File: src/rtl/xfer_regs_pkg.sv
package xfer_regs_pkg;
    localparam int CH_N  = 4;
    localparam int CH_W  = $clog2(CH_N);
    localparam int VAL_W = 16;
    localparam int BYTE_W = 8;
    localparam int MODE_W = 4;

    typedef enum logic [1:0] {
        KIND_DEMAND  = 2'd0,
        KIND_SINGLE  = 2'd1,
        KIND_BLOCK   = 2'd2,
        KIND_CASCADE = 2'd3
    } xfer_kind_e;

    typedef struct packed {
        logic       autoinit;
        xfer_kind_e kind;
        logic       to_io;
    } chan_mode_t;

    localparam logic [3:0] P_MASK1   = 4'h8;
    localparam logic [3:0] P_MODE    = 4'h9;
    localparam logic [3:0] P_PTRCLR  = 4'hA;
    localparam logic [3:0] P_MCLR    = 4'hB;
    localparam logic [3:0] P_MASKCLR = 4'hC;
    localparam logic [3:0] P_MASKALL = 4'hD;

    function automatic logic [VAL_W-1:0] put_byte(input logic [VAL_W-1:0] v,
                                                  input logic hi,
                                                  input logic [BYTE_W-1:0] b);
        return hi ? {b, v[BYTE_W-1:0]} : {v[VAL_W-1:BYTE_W], b};
    endfunction

    function automatic logic [BYTE_W-1:0] get_byte(input logic [VAL_W-1:0] v,
                                                   input logic hi);
        return hi ? v[VAL_W-1:BYTE_W] : v[BYTE_W-1:0];
    endfunction
endpackage

File: src/rtl/xfer_byte_ptr.sv
module xfer_byte_ptr (
    input  logic clk,
    input  logic rst,
    input  logic toggle,
    input  logic clear,
    output logic hi
);
    always_ff @(posedge clk) begin
        if (rst || clear) hi <= 1'b0;
        else if (toggle)  hi <= ~hi;
    end


    ptr_toggle_chk: assert property (@(posedge clk) disable iff (rst)
        (toggle && !clear) |=> (hi != $past(hi)));

    ptr_clear_chk: assert property (@(posedge clk) disable iff (rst)
        clear |=> !hi);
endmodule

File: src/rtl/xfer_mask_unit.sv
module xfer_mask_unit import xfer_regs_pkg::*; (
    input  logic            clk,
    input  logic            rst,
    input  logic            mclr,
    input  logic            single_we,
    input  logic            clr_all,
    input  logic            wr_all,
    input  logic [BYTE_W-1:0] wdata,
    output logic [CH_N-1:0] mask
);
    always_ff @(posedge clk) begin
        if (rst || mclr)    mask <= '1;
        else if (clr_all)   mask <= '0;
        else if (wr_all)    mask <= wdata[CH_N-1:0];
        else if (single_we) mask[wdata[CH_W-1:0]] <= wdata[2];
    end


    mclr_masks_chk: assert property (@(posedge clk) disable iff (rst)
        mclr |=> (mask == '1));

    clr_all_chk: assert property (@(posedge clk) disable iff (rst)
        (clr_all && !mclr) |=> (mask == '0));

    single_only_chk: assert property (@(posedge clk) disable iff (rst)
        (single_we && !mclr && !clr_all && !wr_all) |=>
        ($countones(mask ^ $past(mask)) <= 1));
endmodule

File: src/rtl/xfer_chan_slot.sv
module xfer_chan_slot import xfer_regs_pkg::*; (
    input  logic              clk,
    input  logic              rst,
    input  logic              mclr,
    input  logic              wr_addr,
    input  logic              wr_cnt,
    input  logic              hi,
    input  logic [BYTE_W-1:0] wdata,
    input  logic              mode_we,
    input  chan_mode_t        mode_in,
    input  logic              step,
    output logic [VAL_W-1:0]  cur_addr,
    output logic [VAL_W-1:0]  cur_cnt,
    output chan_mode_t        mode,
    output logic              at_tc
);
    logic [VAL_W-1:0] base_addr, base_cnt;
    logic             reload;

    assign at_tc  = (cur_cnt == '0);
    assign reload = step && at_tc && mode.autoinit;

    always_ff @(posedge clk) begin
        if (rst) begin
            base_addr <= '0;
            base_cnt  <= '0;
            cur_addr  <= '0;
            cur_cnt   <= '0;
            mode      <= '0;
        end else begin
            if (mclr)         mode <= '0;
            else if (mode_we) mode <= mode_in;

            if (wr_addr) begin
                base_addr <= put_byte(base_addr, hi, wdata);
                cur_addr  <= put_byte(cur_addr, hi, wdata);
            end else if (reload) begin
                cur_addr <= base_addr;
            end else if (step) begin
                cur_addr <= cur_addr + 1'b1;
            end

            if (wr_cnt) begin
                base_cnt <= put_byte(base_cnt, hi, wdata);
                cur_cnt  <= put_byte(cur_cnt, hi, wdata);
            end else if (reload) begin
                cur_cnt <= base_cnt;
            end else if (step) begin
                cur_cnt <= cur_cnt - 1'b1;
            end
        end
    end


    count_down_chk: assert property (@(posedge clk) disable iff (rst)
        (step && !at_tc && !wr_cnt) |=> (cur_cnt == $past(cur_cnt) - 1'b1));

    reload_chk: assert property (@(posedge clk) disable iff (rst)
        (step && at_tc && mode.autoinit && !wr_cnt && !wr_addr) |=>
        (cur_cnt == base_cnt && cur_addr == base_addr));

    wrap_chk: assert property (@(posedge clk) disable iff (rst)
        (step && at_tc && !mode.autoinit && !wr_cnt) |=> (cur_cnt == '1));

    mclr_mode_chk: assert property (@(posedge clk) disable iff (rst)
        mclr |=> (mode == '0));
endmodule

File: src/rtl/xfer_chan_regs.sv
module xfer_chan_regs import xfer_regs_pkg::*; (
    input  logic                   clk,
    input  logic                   rst,
    input  logic                   wr_en,
    input  logic                   rd_en,
    input  logic [3:0]             port,
    input  logic [BYTE_W-1:0]      wdata,
    output logic [BYTE_W-1:0]      rdata,
    input  logic                   step_en,
    input  logic [CH_W-1:0]        step_ch,
    output logic                   tc,
    output logic [CH_N-1:0]        chan_mask,
    output logic [MODE_W*CH_N-1:0] chan_mode
);
    logic wr, rd, chan_port, hi, mclr;
    logic [VAL_W-1:0] cur_addr [CH_N];
    logic [VAL_W-1:0] cur_cnt  [CH_N];
    logic [CH_N-1:0]  at_tc;
    chan_mode_t       mode_in;

    assign wr        = wr_en;
    assign rd        = rd_en && !wr_en;
    assign chan_port = !port[3];
    assign mclr      = wr && (port == P_MCLR);
    assign mode_in   = chan_mode_t'(wdata[5:2]);

    xfer_byte_ptr u_ptr (
        .clk(clk), .rst(rst),
        .toggle((wr || rd) && chan_port),
        .clear(wr && (port == P_PTRCLR || port == P_MCLR)),
        .hi(hi)
    );

    xfer_mask_unit u_mask (
        .clk(clk), .rst(rst), .mclr(mclr),
        .single_we(wr && port == P_MASK1),
        .clr_all(wr && port == P_MASKCLR),
        .wr_all(wr && port == P_MASKALL),
        .wdata(wdata), .mask(chan_mask)
    );

    for (genvar c = 0; c < CH_N; c++) begin : g_ch
        logic       hit;
        chan_mode_t m;
        assign hit = wr && chan_port && (port[2:1] == CH_W'(c));
        xfer_chan_slot u_slot (
            .clk(clk), .rst(rst), .mclr(mclr),
            .wr_addr(hit && !port[0]),
            .wr_cnt(hit && port[0]),
            .hi(hi), .wdata(wdata),
            .mode_we(wr && port == P_MODE && wdata[CH_W-1:0] == CH_W'(c)),
            .mode_in(mode_in),
            .step(step_en && step_ch == CH_W'(c)),
            .cur_addr(cur_addr[c]), .cur_cnt(cur_cnt[c]),
            .mode(m), .at_tc(at_tc[c])
        );
        assign chan_mode[MODE_W*c +: MODE_W] = m;
    end

    assign tc = step_en && at_tc[step_ch];

    always_comb begin
        rdata = '0;
        if (rd && chan_port)
            rdata = get_byte(port[0] ? cur_cnt[port[2:1]] : cur_addr[port[2:1]], hi);
    end


    always_comb begin
        if (!rst && !(rd_en && !wr_en && !port[3]))
            rdata_idle_chk: assert (rdata == '0);
    end

    tc_only_on_step_chk: assert property (@(posedge clk) disable iff (rst)
        tc |-> step_en);
endmodule

File: config.mk
export PLATFORM = sky130hd
export DESIGN_NAME = xfer_chan_regs
export DESIGN_NICKNAME = d
export VERILOG_FILES = /design/src/rtl/xfer_regs_pkg.sv /design/src/rtl/xfer_byte_ptr.sv /design/src/rtl/xfer_mask_unit.sv /design/src/rtl/xfer_chan_slot.sv /design/src/rtl/xfer_chan_regs.sv
export SDC_FILE = /design/constraint.sdc
export NUM_CORES = 1
export LEC_CHECK = 0
export BUFFER_PORTS_ARGS = -buffer_cell sky130_fd_sc_hd__buf_2
export CORE_MARGIN = 5
export CORE_UTILIZATION = 25
export CTS_CLUSTER_DIAMETER = 30
export DETAILED_ROUTE_END_ITERATION = 16
export MAX_ROUTING_LAYER = met4
export PLACE_DENSITY_LB_ADDON = 0.3
export SKIP_LAST_GASP = 1
export SYNTH_ARGS = -nofsm -noshare
export SYNTH_HDL_FRONTEND = slang
export SYNTH_SLANG_ARGS = --single-unit
File: constraint.sdc
create_clock -name clk -period 2.5 [get_ports clk]
set_input_delay 0.375 -clock clk [delete_from_list [all_inputs] [get_ports clk]]
set_output_delay 0.375 -clock clk [all_outputs]
set_load 0.02 [all_outputs]
==> flow_results.xml <==
<?xml version="1.0" encoding="UTF-8"?>
<metrics>
  <group name="floorplan">
    <metric name="design.core.area" unit="um^2">58910</metric>
    <metric name="core.rowCount" unit="">89</metric>
    <metric name="floorplan.die_area" unit="um^2">64300</metric>
    <metric name="starting_utilization_of_the_core_area" unit="%">25.18</metric>
    <metric name="die-width" unit="um">253.6</metric>
    <metric name="die_h" unit="um">253.6</metric>
    <metric name="io_pins" unit="">48</metric>
  </group>
  <group name="pwr">
    <metric name="power.net_switching" unit="mW">4.259</metric>
    <metric name="power_density" unit="nW/um^2">825.5</metric>
    <metric name="leakage_dissipation" unit="nW">7.622</metric>
    <metric name="clock_power_share" unit="%">60.5</metric>
    <metric name="total_power" unit="mW">16.94</metric>
    <metric name="cellInternalPower" unit="mW">12.68</metric>
    <metric name="vdd_drop_max" unit="mV">0.6118</metric>
    <metric name="netSwitchingFraction" unit="%">25.14</metric>
    <metric name="power.share.combinational" unit="%">11.8</metric>
    <metric name="seq_power_share" unit="%">27.7</metric>
  </group>
  <group name="hold_path">
    <metric name="timing.hold.worst_endpoint" unit="">u_ptr.hi</metric>
    <metric name="hold-path-cell-count" unit="">4</metric>
    <metric name="hp-class" unit="">primary input to flop</metric>
    <metric name="hold_path_startpoint" unit="">rd_en</metric>
  </group>
  <group name="clock_tree">
    <metric name="tritoncts" unit="">yes</metric>
    <metric name="cts_num_sinks" unit="">277</metric>
    <metric name="clock_transition_at_the_registers_of_the_reported_paths" unit="ns">0.04</metric>
    <metric name="clock_tree.htree_level_count" unit="">3</metric>
    <metric name="cts-root-to-sink-buffers" unit="">3</metric>
    <metric name="ctsRootBufferMaster" unit="">sky130_fd_sc_hd__clkbuf_16</metric>
    <metric name="insertion_delay" unit="ns">0.59</metric>
    <metric name="tritoncts.num_buffers" unit="">79</metric>
  </group>
  <group name="timing">
    <metric name="fin_worst_skew" unit="ns">0.01789</metric>
    <metric name="worst_pin_slew" unit="ns">0.7541</metric>
    <metric name="final.period_utilization" unit="%">117.8</metric>
    <metric name="slew_viol_final" unit="">0</metric>
    <metric name="rsz0062_at_grt" unit="">yes</metric>
    <metric name="peak_freq" unit="MHz">339.5</metric>
    <metric name="fin_tns_setup" unit="ns">-2.133</metric>
    <metric name="hold_viol_final" unit="">0</metric>
    <metric name="setup-violations-final" unit="">10</metric>
    <metric name="worst_slew_margin_rel" unit="%">49.72</metric>
    <metric name="final_critical_path_time_including_i_o_delays_and_setup" unit="ns">2.945</metric>
    <metric name="worst_slack" unit="ns">-0.4455</metric>
  </group>
  <group name="logic_synthesis">
    <metric name="synth-edff-count" unit="">0</metric>
    <metric name="synth.net_count" unit="">1833</metric>
    <metric name="synth_seq_cells" unit="">277</metric>
    <metric name="post_synth_inst_count" unit="">1806</metric>
    <metric name="synth_seq_area_share" unit="%">37.39</metric>
    <metric name="synthDistinctLibCells" unit="">71</metric>
    <metric name="yosys_warnings" unit="">0</metric>
    <metric name="synth-main-ff-cell" unit="">sky130_fd_sc_hd__dfxtp_1</metric>
    <metric name="cell_area_after_technology_mapping" unit="um^2">14830</metric>
    <metric name="async_reset_ff_share" unit="%">0</metric>
    <metric name="syn-mean-instance-area" unit="um^2">8.212</metric>
  </group>
  <group name="drt">
    <metric name="num_vias" unit="">15180</metric>
    <metric name="detailed_route_wire_length" unit="um">58830</metric>
    <metric name="drt-initial-drc-count" unit="">1403</metric>
    <metric name="drt-pass1-iter-count" unit="">5</metric>
    <metric name="drt.antenna.violating_nets" unit="">0</metric>
    <metric name="drc_violations_left" unit="">0</metric>
    <metric name="routedWlPerCell" unit="um">20.45</metric>
    <metric name="vias_cell" unit="">5.278</metric>
  </group>
  <group name="place">
    <metric name="port_buffers" unit="">47</metric>
    <metric name="routabilityCongestion" unit="">0.9303</metric>
    <metric name="preCtsSetupSlack" unit="ns">-0.1052</metric>
    <metric name="place_hpwl" unit="um">41330</metric>
    <metric name="placed_area" unit="um^2">17050</metric>
  </group>
  <group name="worst_setup_path">
    <metric name="r2r_slack" unit="ns">-0.45</metric>
    <metric name="critPathLaunchType" unit="">flop</metric>
    <metric name="cp_max_fo" unit="">2</metric>
    <metric name="timing.critical_path.arrival" unit="ns">3.41</metric>
    <metric name="cp_data_required_time" unit="ns">2.96</metric>
    <metric name="critical_path_start_end_classification" unit="">flop to flop</metric>
    <metric name="worst_r2r_endpoint" unit="">g_ch[1].u_slot.cur_cnt[0]</metric>
    <metric name="rr_worst_depth" unit="">21</metric>
    <metric name="crit-reg2reg-launch" unit="">g_ch[1].u_slot.cur_cnt[0]</metric>
    <metric name="cp-end-kind" unit="">flop</metric>
  </group>
  <group name="global_routing">
    <metric name="grt_antenna_before_repair" unit="">5</metric>
    <metric name="grt_start_max_net_pins" unit="">76</metric>
    <metric name="overflow" unit="">0</metric>
    <metric name="grt_pass1_vias" unit="">14980</metric>
    <metric name="grt_pass1_wl" unit="um">90420</metric>
    <metric name="groute.usage.overall" unit="%">18.51</metric>
  </group>
  <group name="cells_and_area">
    <metric name="fin_area" unit="um^2">20520</metric>
    <metric name="num-fill-cells" unit="">5936</metric>
    <metric name="drive_above_1_share" unit="%">25.95</metric>
    <metric name="combined_area_of_the_multi_input_logic_cells" unit="um^2">8860</metric>
    <metric name="layout.core_utilization" unit="%">34.84</metric>
    <metric name="area_growth_syn_to_layout" unit="%">38.37</metric>
    <metric name="register_area" unit="um^2">5600</metric>
    <metric name="final_nets" unit="">2063</metric>
  </group>
  <group name="outcome">
    <metric name="run_status" unit="">finished, violations left</metric>
    <metric name="violations" unit="">negative setup slack</metric>
  </group>
  <group name="run">
    <metric name="drv_cap" unit="">0</metric>
  </group>
</metrics>
[routing by layer]
metal  global-route usage [%]  wire, um
met5                        -         0
met4                    6.818      1899
met3                    3.746      4138
met2                    29.34     27270
met1                    23.49     25520
[worst max-delay path by stage]
stage	from	end	slack, ns
after detailed placement	port[1]	g_ch[1].u_slot.cur_addr[5]	-0.11
after floorplan	g_ch[3].u_slot.cur_cnt[4]	tc	0.02
after CTS	g_ch[1].u_slot.cur_cnt[0]	tc	-0.38
final	g_ch[1].u_slot.cur_cnt[0]	g_ch[1].u_slot.cur_cnt[0]	-0.45
after global placement	port[1]	rdata[2]	-0.05
after global routing	g_ch[1].u_slot.cur_cnt[0]	tc	-0.53
[power groups by stage]
| stage | logic (mW) | clock network (mW) | registers, mW |
|---|---|---|---|
| after global routing | 2.15 | 10.7 | 4.70 |
| after detailed placement | 1.83 | 0 | 4.75 |
| after CTS | 1.97 | 10.4 | 4.69 |
| final | 2.00 | 10.2 | 4.70 |
| after floorplan | 1.12 | 0 | 4.72 |
| after global placement | 1.81 | 0 | 4.74 |
[logic make-up after synthesis]
logic type | after synthesis | share of synthesized area [%]
multiplexers | 69 | 8.124
buffers and inverters | 141 | 3.940
flip-flops | 277 | 37.39
adder cells (fa/ha/maj) | 8 | 0.6749
AND/OR/NAND/NOR | 730 | 23.22
XOR/XNOR | 93 | 5.492
AO/OA/AOI/OAI | 488 | 21.16
[registers in the layout, indices dropped and copies added, names as in the netlist]
| name | flops |
|---|---|
| g_ch.u_slot.cur_cnt | 64 |
| g_ch.u_slot.mode | 16 |
| g_ch.u_slot.base_cnt | 64 |
| u_ptr.hi | 1 |
| g_ch.u_slot.base_addr | 64 |
| u_mask.mask | 4 |
| g_ch.u_slot.cur_addr | 64 |
[cell usage after synthesis (4+ instances only)]
cell	n	share of area [%]
sky130_fd_sc_hd__nand2_1	335	8.5
sky130_fd_sc_hd__dfxtp_1	277	37
sky130_fd_sc_hd__a21oi_1	149	5.0
sky130_fd_sc_hd__nor2_1	134	3.4
sky130_fd_sc_hd__clkbuf_1	95	2.4
sky130_fd_sc_hd__a21boi_0	86	4.4
sky130_fd_sc_hd__o22ai_1	64	2.7
sky130_fd_sc_hd__o21ai_0	58	2.0
sky130_fd_sc_hd__xnor2_1	52	3.1
sky130_fd_sc_hd__nand3_1	50	1.7
sky130_fd_sc_hd__mux4_2	41	6.2
sky130_fd_sc_hd__xor2_1	41	2.4
sky130_fd_sc_hd__nor3_1	40	1.3
sky130_fd_sc_hd__a31oi_1	29	1.2
sky130_fd_sc_hd__nor4_1	29	1.2
sky130_fd_sc_hd__mux2i_1	27	1.8
sky130_fd_sc_hd__nand4_1	26	1.1
sky130_fd_sc_hd__inv_1	24	0.61
sky130_fd_sc_hd__o211ai_1	21	1.1
sky130_fd_sc_hd__nor2b_1	16	0.67
sky130_fd_sc_hd__o32ai_1	16	0.94
sky130_fd_sc_hd__o221ai_1	15	0.89
sky130_fd_sc_hd__nand2b_1	14	0.59
sky130_fd_sc_hd__or3_1	13	0.55
sky130_fd_sc_hd__nand3b_1	11	0.56
sky130_fd_sc_hd__a2111oi_0	10	0.59
sky130_fd_sc_hd__buf_2	10	0.34
sky130_fd_sc_hd__and3_1	9	0.38
sky130_fd_sc_hd__a41oi_1	8	0.47
sky130_fd_sc_hd__ha_1	8	0.67
sky130_fd_sc_hd__nor3_2	8	0.54
sky130_fd_sc_hd__or2_2	6	0.25
sky130_fd_sc_hd__a31o_2	5	0.30
sky130_fd_sc_hd__and2_1	5	0.21
sky130_fd_sc_hd__buf_1	5	0.13
sky130_fd_sc_hd__buf_6	5	0.38
sky130_fd_sc_hd__nand4b_1	5	0.30
sky130_fd_sc_hd__o31a_1	5	0.30
sky130_fd_sc_hd__a211oi_1	4	0.20
sky130_fd_sc_hd__nor3b_1	4	0.20
[metrics by stage]
step	hold slack, ns	std cells
floorplan	0.4332	1806
global placement	0.4387	2685
global route	0.2487	2877
CTS	0.2255	2872
detailed placement	0.4438	2685
finish	0.2561	2877
[worst max-delay path, stage by stage (launching register included)]
cell	delay, ns
sky130_fd_sc_hd__dfxtp_2	0.33
sky130_fd_sc_hd__inv_2	0.06
sky130_fd_sc_hd__buf_4	0.13
sky130_fd_sc_hd__buf_4	0.12
sky130_fd_sc_hd__buf_4	0.12
sky130_fd_sc_hd__buf_4	0.12
sky130_fd_sc_hd__buf_4	0.12
sky130_fd_sc_hd__buf_4	0.12
sky130_fd_sc_hd__buf_4	0.12
sky130_fd_sc_hd__buf_4	0.12
sky130_fd_sc_hd__buf_4	0.12
sky130_fd_sc_hd__buf_4	0.12
sky130_fd_sc_hd__buf_4	0.13
sky130_fd_sc_hd__buf_4	0.12
sky130_fd_sc_hd__buf_4	0.12
sky130_fd_sc_hd__buf_4	0.12
sky130_fd_sc_hd__buf_4	0.12
sky130_fd_sc_hd__buf_4	0.12
sky130_fd_sc_hd__buf_4	0.12
sky130_fd_sc_hd__buf_4	0.13
sky130_fd_sc_hd__o22ai_4	0.13
sky130_fd_sc_hd__o22ai_2	0.10
[what timing repair did]
action,CTS,global route
setup buffers,43,3
hold buffers,0,0
gates cloned,0,0
pin swaps,1,2
setup endpoints to repair,9,10
gates resized for setup,121,10
[layout make-up]
class | instances | share of cell area (%)
multi-input cells | 1388 | 43.17
repair buffers | 266 | 10.97
well taps | 773 | 4.713
flip-flops and latches | 277 | 27.29
clock buffers | 99 | 10.70
inverters | 24 | 0.4390
clock inverters | 46 | 2.670
diodes | 4 | 0.04877
[cell usage in the layout (no fill, tap or decap), types with 9 or more instances in the layout]
master and n:
sky130_fd_sc_hd__nor2b_4 9, sky130_fd_sc_hd__clkbuf_1 9, sky130_fd_sc_hd__dfxtp_2 44, sky130_fd_sc_hd__xnor2_1 52, sky130_fd_sc_hd__nand3_1 50, sky130_fd_sc_hd__nor2_1 134
sky130_fd_sc_hd__nand2b_1 12, sky130_fd_sc_hd__clkbuf_16 82, sky130_fd_sc_hd__inv_1 22, sky130_fd_sc_hd__nand2_1 335, sky130_fd_sc_hd__a21oi_1 149, sky130_fd_sc_hd__bufinv_16 10
sky130_fd_sc_hd__o32ai_1 16, sky130_fd_sc_hd__and3_1 9, sky130_fd_sc_hd__xor2_1 41, sky130_fd_sc_hd__o221ai_1 15, sky130_fd_sc_hd__buf_4 170, sky130_fd_sc_hd__nor4_1 25
sky130_fd_sc_hd__a31oi_1 29, sky130_fd_sc_hd__clkbuf_8 9, sky130_fd_sc_hd__o22ai_1 62, sky130_fd_sc_hd__a2111oi_0 10, sky130_fd_sc_hd__or3_1 13, sky130_fd_sc_hd__nand4_1 26
sky130_fd_sc_hd__buf_6 44, sky130_fd_sc_hd__o211ai_1 21, sky130_fd_sc_hd__buf_2 37, sky130_fd_sc_hd__a21boi_0 86, sky130_fd_sc_hd__clkinv_2 17, sky130_fd_sc_hd__dfxtp_1 233
sky130_fd_sc_hd__clkinvlp_4 9, sky130_fd_sc_hd__mux4_2 41, sky130_fd_sc_hd__mux2i_1 27, sky130_fd_sc_hd__nor3_1 40, sky130_fd_sc_hd__buf_12 14, sky130_fd_sc_hd__o21ai_0 58
sky130_fd_sc_hd__nand3b_1 11
(Power assumes the default switching activity.)
